File: src/rtl/wsync_pkg.sv
package wsync_pkg;

    localparam int CMD_N    = 3;
    localparam int CMD_SYNC = 0;
    localparam int CMD_DEL  = 1;
    localparam int CMD_INS  = 2;

    typedef enum logic [2:0] {
        TX_IDLE,
        TX_START,
        TX_B1,
        TX_B0,
        TX_GAP
    } tx_state_t;

    typedef enum logic [1:0] {
        RX_HUNT,
        RX_GOT_START,
        RX_GOT_B1
    } rx_state_t;

    function automatic logic [1:0] cmd_bits(input int idx);
        logic [1:0] r;
        unique case (idx)
            CMD_SYNC: r = 2'b01;
            CMD_DEL:  r = 2'b10;
            default:  r = 2'b11;
        endcase
        return r;
    endfunction

endpackage

File: src/rtl/wsync_prio.sv
module wsync_prio
    import wsync_pkg::*;
(
    input  logic [CMD_N-1:0] pend,
    output logic [CMD_N-1:0] grant,
    output logic [1:0]       bits
);

    always_comb begin
        grant = '0;
        bits  = 2'b00;
        for (int i = CMD_N - 1; i >= 0; i--) begin
            if (pend[i]) begin
                grant    = '0;
                grant[i] = 1'b1;
                bits     = cmd_bits(i);
            end
        end
    end

endmodule

File: src/rtl/wsync_tx.sv
module wsync_tx
    import wsync_pkg::*;
#(
    parameter int GAP_CYCLES = 1
) (
    input  logic             clk,
    input  logic             rst_n,
    input  logic [CMD_N-1:0] req,
    output logic             line_out
);

    localparam int GCNT_W = (GAP_CYCLES > 1) ? $clog2(GAP_CYCLES) : 1;
    localparam logic [GCNT_W-1:0] GCNT_LAST = GCNT_W'(GAP_CYCLES - 1);

    tx_state_t         state_q, state_d;
    logic [CMD_N-1:0]  pend_q, pend_d;
    logic [CMD_N-1:0]  grant;
    logic [1:0]        sel_bits;
    logic [1:0]        code_q, code_d;
    logic [GCNT_W-1:0] gcnt_q, gcnt_d;
    logic              gap_done;
    logic              launch;

    wsync_prio u_prio (
        .pend  (pend_q),
        .grant (grant),
        .bits  (sel_bits)
    );

    assign gap_done = (gcnt_q == GCNT_LAST);
    assign launch   = (pend_q != '0) &&
                      ((state_q == TX_IDLE) || ((state_q == TX_GAP) && gap_done));

    always_comb begin
        state_d = state_q;
        code_d  = code_q;
        gcnt_d  = gcnt_q;
        pend_d  = (pend_q & ~(launch ? grant : '0)) | req;
        unique case (state_q)
            TX_IDLE: begin
                if (launch) begin
                    state_d = TX_START;
                    code_d  = sel_bits;
                end
            end
            TX_START: state_d = TX_B1;
            TX_B1:    state_d = TX_B0;
            TX_B0: begin
                state_d = TX_GAP;
                gcnt_d  = '0;
            end
            TX_GAP: begin
                if (gap_done) begin
                    if (launch) begin
                        state_d = TX_START;
                        code_d  = sel_bits;
                    end else begin
                        state_d = TX_IDLE;
                    end
                end else begin
                    gcnt_d = gcnt_q + 1'b1;
                end
            end
            default: state_d = TX_IDLE;
        endcase
    end

    always_ff @(posedge clk or negedge rst_n) begin
        if (!rst_n) begin
            state_q <= TX_IDLE;
            pend_q  <= '0;
            code_q  <= 2'b00;
            gcnt_q  <= '0;
        end else begin
            state_q <= state_d;
            pend_q  <= pend_d;
            code_q  <= code_d;
            gcnt_q  <= gcnt_d;
        end
    end

    always_comb begin
        unique case (state_q)
            TX_START: line_out = 1'b1;
            TX_B1:    line_out = code_q[1];
            TX_B0:    line_out = code_q[0];
            default:  line_out = 1'b0;
        endcase
    end

    initial begin
        assert (GAP_CYCLES >= 1) else $error("GAP_CYCLES must be at least 1");
    end

    AST_GAP_LOW: assert property (@(posedge clk) disable iff (!rst_n)
        (state_q == TX_B0) |=> !line_out);

    AST_SYNC_FIRST: assert property (@(posedge clk) disable iff (!rst_n)
        (launch && pend_q[CMD_SYNC]) |-> grant[CMD_SYNC]);

    AST_DEL_OVER_INS: assert property (@(posedge clk) disable iff (!rst_n)
        (launch && !pend_q[CMD_SYNC] && pend_q[CMD_DEL]) |-> grant[CMD_DEL]);

    AST_START_HIGH: assert property (@(posedge clk) disable iff (!rst_n)
        launch |=> line_out);

    generate
        for (genvar g = 0; g < CMD_N; g++) begin : g_hold
            AST_PEND_KEPT: assert property (@(posedge clk) disable iff (!rst_n)
                (pend_q[g] && !(launch && grant[g])) |=> pend_q[g]);
        end
    endgenerate

endmodule

File: src/rtl/wsync_rx.sv
module wsync_rx
    import wsync_pkg::*;
(
    input  logic clk,
    input  logic rst_n,
    input  logic line_in,
    output logic act_sync,
    output logic act_del,
    output logic act_ins,
    output logic proto_err
);

    rx_state_t state_q, state_d;
    logic      b1_q, b1_d;
    logic      fire;
    logic      sync_d, del_d, ins_d, err_d;

    always_comb begin
        state_d = state_q;
        b1_d    = b1_q;
        fire    = 1'b0;
        unique case (state_q)
            RX_HUNT: begin
                if (line_in) state_d = RX_GOT_START;
            end
            RX_GOT_START: begin
                b1_d    = line_in;
                state_d = RX_GOT_B1;
            end
            RX_GOT_B1: begin
                fire    = 1'b1;
                state_d = RX_HUNT;
            end
            default: state_d = RX_HUNT;
        endcase
    end

    always_comb begin
        sync_d = 1'b0;
        del_d  = 1'b0;
        ins_d  = 1'b0;
        err_d  = 1'b0;
        if (fire) begin
            unique case ({b1_q, line_in})
                2'b01:   sync_d = 1'b1;
                2'b10:   del_d  = 1'b1;
                2'b11:   ins_d  = 1'b1;
                default: err_d  = 1'b1;
            endcase
        end
    end

    always_ff @(posedge clk or negedge rst_n) begin
        if (!rst_n) begin
            state_q   <= RX_HUNT;
            b1_q      <= 1'b0;
            act_sync  <= 1'b0;
            act_del   <= 1'b0;
            act_ins   <= 1'b0;
            proto_err <= 1'b0;
        end else begin
            state_q   <= state_d;
            b1_q      <= b1_d;
            act_sync  <= sync_d;
            act_del   <= del_d;
            act_ins   <= ins_d;
            proto_err <= err_d;
        end
    end

    AST_ONE_STROBE: assert property (@(posedge clk) disable iff (!rst_n)
        $countones({act_sync, act_del, act_ins, proto_err}) <= 1);

    AST_STROBE_PULSE: assert property (@(posedge clk) disable iff (!rst_n)
        (act_sync || act_del || act_ins || proto_err)
        |=> !(act_sync || act_del || act_ins || proto_err));

    AST_ERR_ZERO_BIT: assert property (@(posedge clk) disable iff (!rst_n)
        proto_err |-> !$past(line_in));

endmodule

File: src/rtl/wsync_link.sv
module wsync_link
    import wsync_pkg::*;
#(
    parameter int GAP_CYCLES = 1
) (
    input  logic clk,
    input  logic rst_n,
    input  logic req_sync,
    input  logic req_del,
    input  logic req_ins,
    output logic line_out,
    input  logic line_in,
    output logic act_sync,
    output logic act_del,
    output logic act_ins,
    output logic proto_err
);

    logic [CMD_N-1:0] req_vec;

    always_comb begin
        req_vec           = '0;
        req_vec[CMD_SYNC] = req_sync;
        req_vec[CMD_DEL]  = req_del;
        req_vec[CMD_INS]  = req_ins;
    end

    wsync_tx #(
        .GAP_CYCLES (GAP_CYCLES)
    ) u_tx (
        .clk      (clk),
        .rst_n    (rst_n),
        .req      (req_vec),
        .line_out (line_out)
    );

    wsync_rx u_rx (
        .clk       (clk),
        .rst_n     (rst_n),
        .line_in   (line_in),
        .act_sync  (act_sync),
        .act_del   (act_del),
        .act_ins   (act_ins),
        .proto_err (proto_err)
    );

endmodule

File: config.mk
export PLATFORM = sky130hd
export DESIGN_NAME = wsync_link
export DESIGN_NICKNAME = d
export VERILOG_FILES = /design/src/rtl/wsync_pkg.sv /design/src/rtl/wsync_prio.sv /design/src/rtl/wsync_tx.sv /design/src/rtl/wsync_rx.sv /design/src/rtl/wsync_link.sv
export SDC_FILE = /design/constraint.sdc
export NUM_CORES = 1
export LEC_CHECK = 0
export ABC_AREA = 1
export BUFFER_PORTS_ARGS = -buffer_cell sky130_fd_sc_hd__buf_2
export CAP_MARGIN = 15
export CORE_AREA = 2 2 42 44
export CTS_BUF_LIST = sky130_fd_sc_hd__clkbuf_16
export CTS_CLUSTER_DIAMETER = 40
export DETAILED_ROUTE_END_ITERATION = 12
export DIE_AREA = 0 0 44 46
export SLEW_MARGIN = 20
export SYNTH_ARGS = -nofsm -noshare
export SYNTH_HDL_FRONTEND = slang
export SYNTH_SLANG_ARGS = --single-unit
File: constraint.sdc
create_clock -name clk -period 1.15 [get_ports clk]
set_input_delay 0.23 -clock clk [delete_from_list [all_inputs] [get_ports clk]]
set_output_delay 0.23 -clock clk [all_outputs]
set_load 0.01 [all_outputs]
==> impl_metrics.ini <==
[status]
outcome = finished with violations
violations = setup timing

[route]
ant_nets = 0
detail_route.wl_per_cell_um = 10.57
drc = 0
viasPerCell = 4.708
via_count = 452
drt_wl_total_mm = 1.015
drt-initial-drc-count = 11
first_pass_iters = 4

[synthesis]
avgSynthCellArea_um2 = 9.640
syn-cell-area_um2 = 588.1
synthCells = 61
synth_seq_cells = 15
ys_seq_area_share_pct = 63.83
yosys_warnings = 0
synth_cell_types = 13
synthesis.nets = 67

[critical_path]
cp_slowest_cell = dfrtp_1
worstSetupStartpointType = flop
cp_cell_sequence = nor2_2 -> nand3_1 -> nand3_1 -> buf_2
path_class = flop to output port
crit_cells = 4
startpoint = u_tx.state_q[2]
r2r-end = u_tx.code_q[1]
required_ns = 0.92
path_delay_family = flip-flops
crit_fanout = 3
max_stage_delay_ns = 0.41
r2r_cells = 5
crit_path_frequent_cell = nand3_1
cp_num_buf_inv = 1
timing.critical_path.to = line_out
arrival_ns = 1.08
regToRegSetupSlack_ns = 0.13
r2r-start = u_tx.state_q[1]
worstSetupEndpointType = output port

[finish]
layout-drive-gt1-share_pct = 27.85
stdcell_count = 96
multi_input_area_um2 = 177.7
antenna_cells = 0
finalNetCount = 86
seqCellArea_um2 = 376.6
final_area_um2 = 778.2
area_delta_synth_final_pct = 32.34
fillers = 159

[sta]
rsz0062_at_grt = yes
slew-limit-headroom_pct = 76.84
hold_viol = 0
period_needed_ns = 1.307
setup_slack_ns = -0.1566
max_freq_mhz = 765.3
period_share_pct = 113.6
final-setup-viol-count = 1
slew_viol_final = 0
clock_skew_ns = 0.0009584
tightestPinTransition_ns = 0.3473
hold-worst-slack_ns = 0.1711

[pwr]
p_comb_share_pct = 27.5
p_leak_nw = 0.4227
finalPower_w = 0.001963
p_int_w = 0.001367
swShare_pct = 30.35
peakVddDrop_mv = 1.056
switchingPower_w = 0.0005957
seqPwrFrac_pct = 39.6
pwr-share-clk_pct = 32.9
p_per_area_nw_per_um2 = 2522

[clock_network]
clock_latency_ns = 0.24
clockRootBuffer = clkbuf_16
numCtsBuffers = 3
path_clk_slew_ns = 0.04
h-tree-depth = 1
cts_tree = built
clock-sinks = 15
cts.path.max_buffers = 2

[grt]
grt_pass1_wl_mm = 1.662
grt_start_max_net_pins = 16
antenna_found_initial = 0
grt_usage_pct = 11.99
grt_pass1_vias = 401
overflow = 0

[placed_design]
hpwlAfterDp_um = 692.4
port_buffers = 10
place_congestion = 0.7185
dp_cells = 88
placed_area_um2 = 659.4

[floorplanning]
start_util_pct = 36.43
dieArea_um2 = 2024
ios = 11
dieHeight_um = 46
coreArea_um2 = 1614
rows = 15
die_width_um = 44

[hold_path]
hold_class = primary input to flop

[job]
maxCapViolations = 0
[stage by stage]
step                TNS [ns]  utilization [%]  setup WS [ns]
finish               -0.1566            48.22        -0.1566
global placement           0            40.85        0.09817
global route         -0.1947            48.22        -0.1947
CTS                  -0.1405            46.98        -0.1405
detailed placement         0            40.85        0.01518
floorplan                  0                -         0.1754
[how the worst min path moves through the flow]
stage                        from        endpoint  cells after the start
after floorplan             rst_n    u_rx.act_del                      0
after global placement      rst_n  u_tx.pend_q[1]                      1
after detailed placement    rst_n  u_tx.pend_q[1]                      1
after CTS                 req_ins  u_tx.pend_q[2]                      3
after global routing      req_ins  u_tx.pend_q[2]                      3
final                     req_del  u_tx.pend_q[1]                      2
[synth_stat cells (all sizes together)]
cell,n,share of area [%]
a21o,1,1.3
dfrtp,15,64
inv,10,6.4
nand2,17,11
nand3,4,3.4
nand3b,1,1.3
nand4,1,1.1
nor2,3,3.2
nor3,6,5.1
o21ai,1,0.85
o21bai,1,1.3
or2,1,1.5
[final cells by class]
cell class,count,area share (%)
Multi-Input combinational cell,36,22.83
Clock inverter,1,0.4823
Tap cell,17,2.733
Sequential cell,15,48.39
Inverter,10,4.823
Clock buffer,3,9.646
Timing Repair Buffer,14,11.09
[power groups by stage]
| stage | Combinational, W | Clock (W) | Sequential (W) |
|---|---|---|---|
| detailed placement | 0.000432 | 0 | 0.000783 |
| global placement | 0.000416 | 0 | 0.000775 |
| floorplan | 0.000315 | 0 | 0.000763 |
| CTS | 0.000482 | 0.000668 | 0.000765 |
| global route | 0.000619 | 0.000682 | 0.000797 |
| finish | 0.000539 | 0.000646 | 0.000778 |
[routing by layer]
metal	track usage (%)	vias to the layer above	wire length [µm]
li1	-	228	-
met2	19.12	7	531
met1	13.47	213	424
met4	10.91	0	30
met3	2.381	4	28
met5	0	-	0
[worst reg2reg max path, stage by stage, from the launching register on]
cell and delay [ns]:
dfrtp_1 0.40, buf_6 0.13, nor2_4 0.15, nand2_1 0.12, nand2_1 0.07, nand2_1 0.04
[timing repair]
action                                 4_1_cts  5_1_grt
setup endpoints to repair                    1        1
hold buffers                                 1        0
resized for setup                            1        4
setup buffers                                1        2
pin swaps                                    2        1
endpoints found under the hold margin       15        0
[flip-flops by register name, indices dropped and copies added, names as in the netlist]
register / flops
u_tx.state_q: 3
u_rx.proto_err: 1
u_tx.pend_q: 3
u_rx.state_q: 2
u_rx.b1_q: 1
u_rx.act_sync: 1
u_rx.act_del: 1
u_tx.code_q: 2
u_rx.act_ins: 1
[cell usage in the layout, fill, tap and decap left out]
cell           instances
dfrtp_1               14
nor2_2                 1
nand2_1               17
nor3_1                 6
nor2_4                 1
a21o_1                 1
clkbuf_16              3
o21ai_0                1
nand3b_1               1
o21bai_1               1
nand3_1                4
buf_2                 10
nand4_1                1
buf_6                  1
dlygate4sd3_1          1
or2_4                  1
inv_1                  9
inv_2                  2
dfrtp_2                1
buf_4                  2
nor2_1                 1
[kinds of logic after synthesis]
family | share of synthesized area (%)
buf+inv | 6.384
compound gates | 3.404
flops | 63.83
simple gates | 26.38
Power figures use the tool's default switching activity.
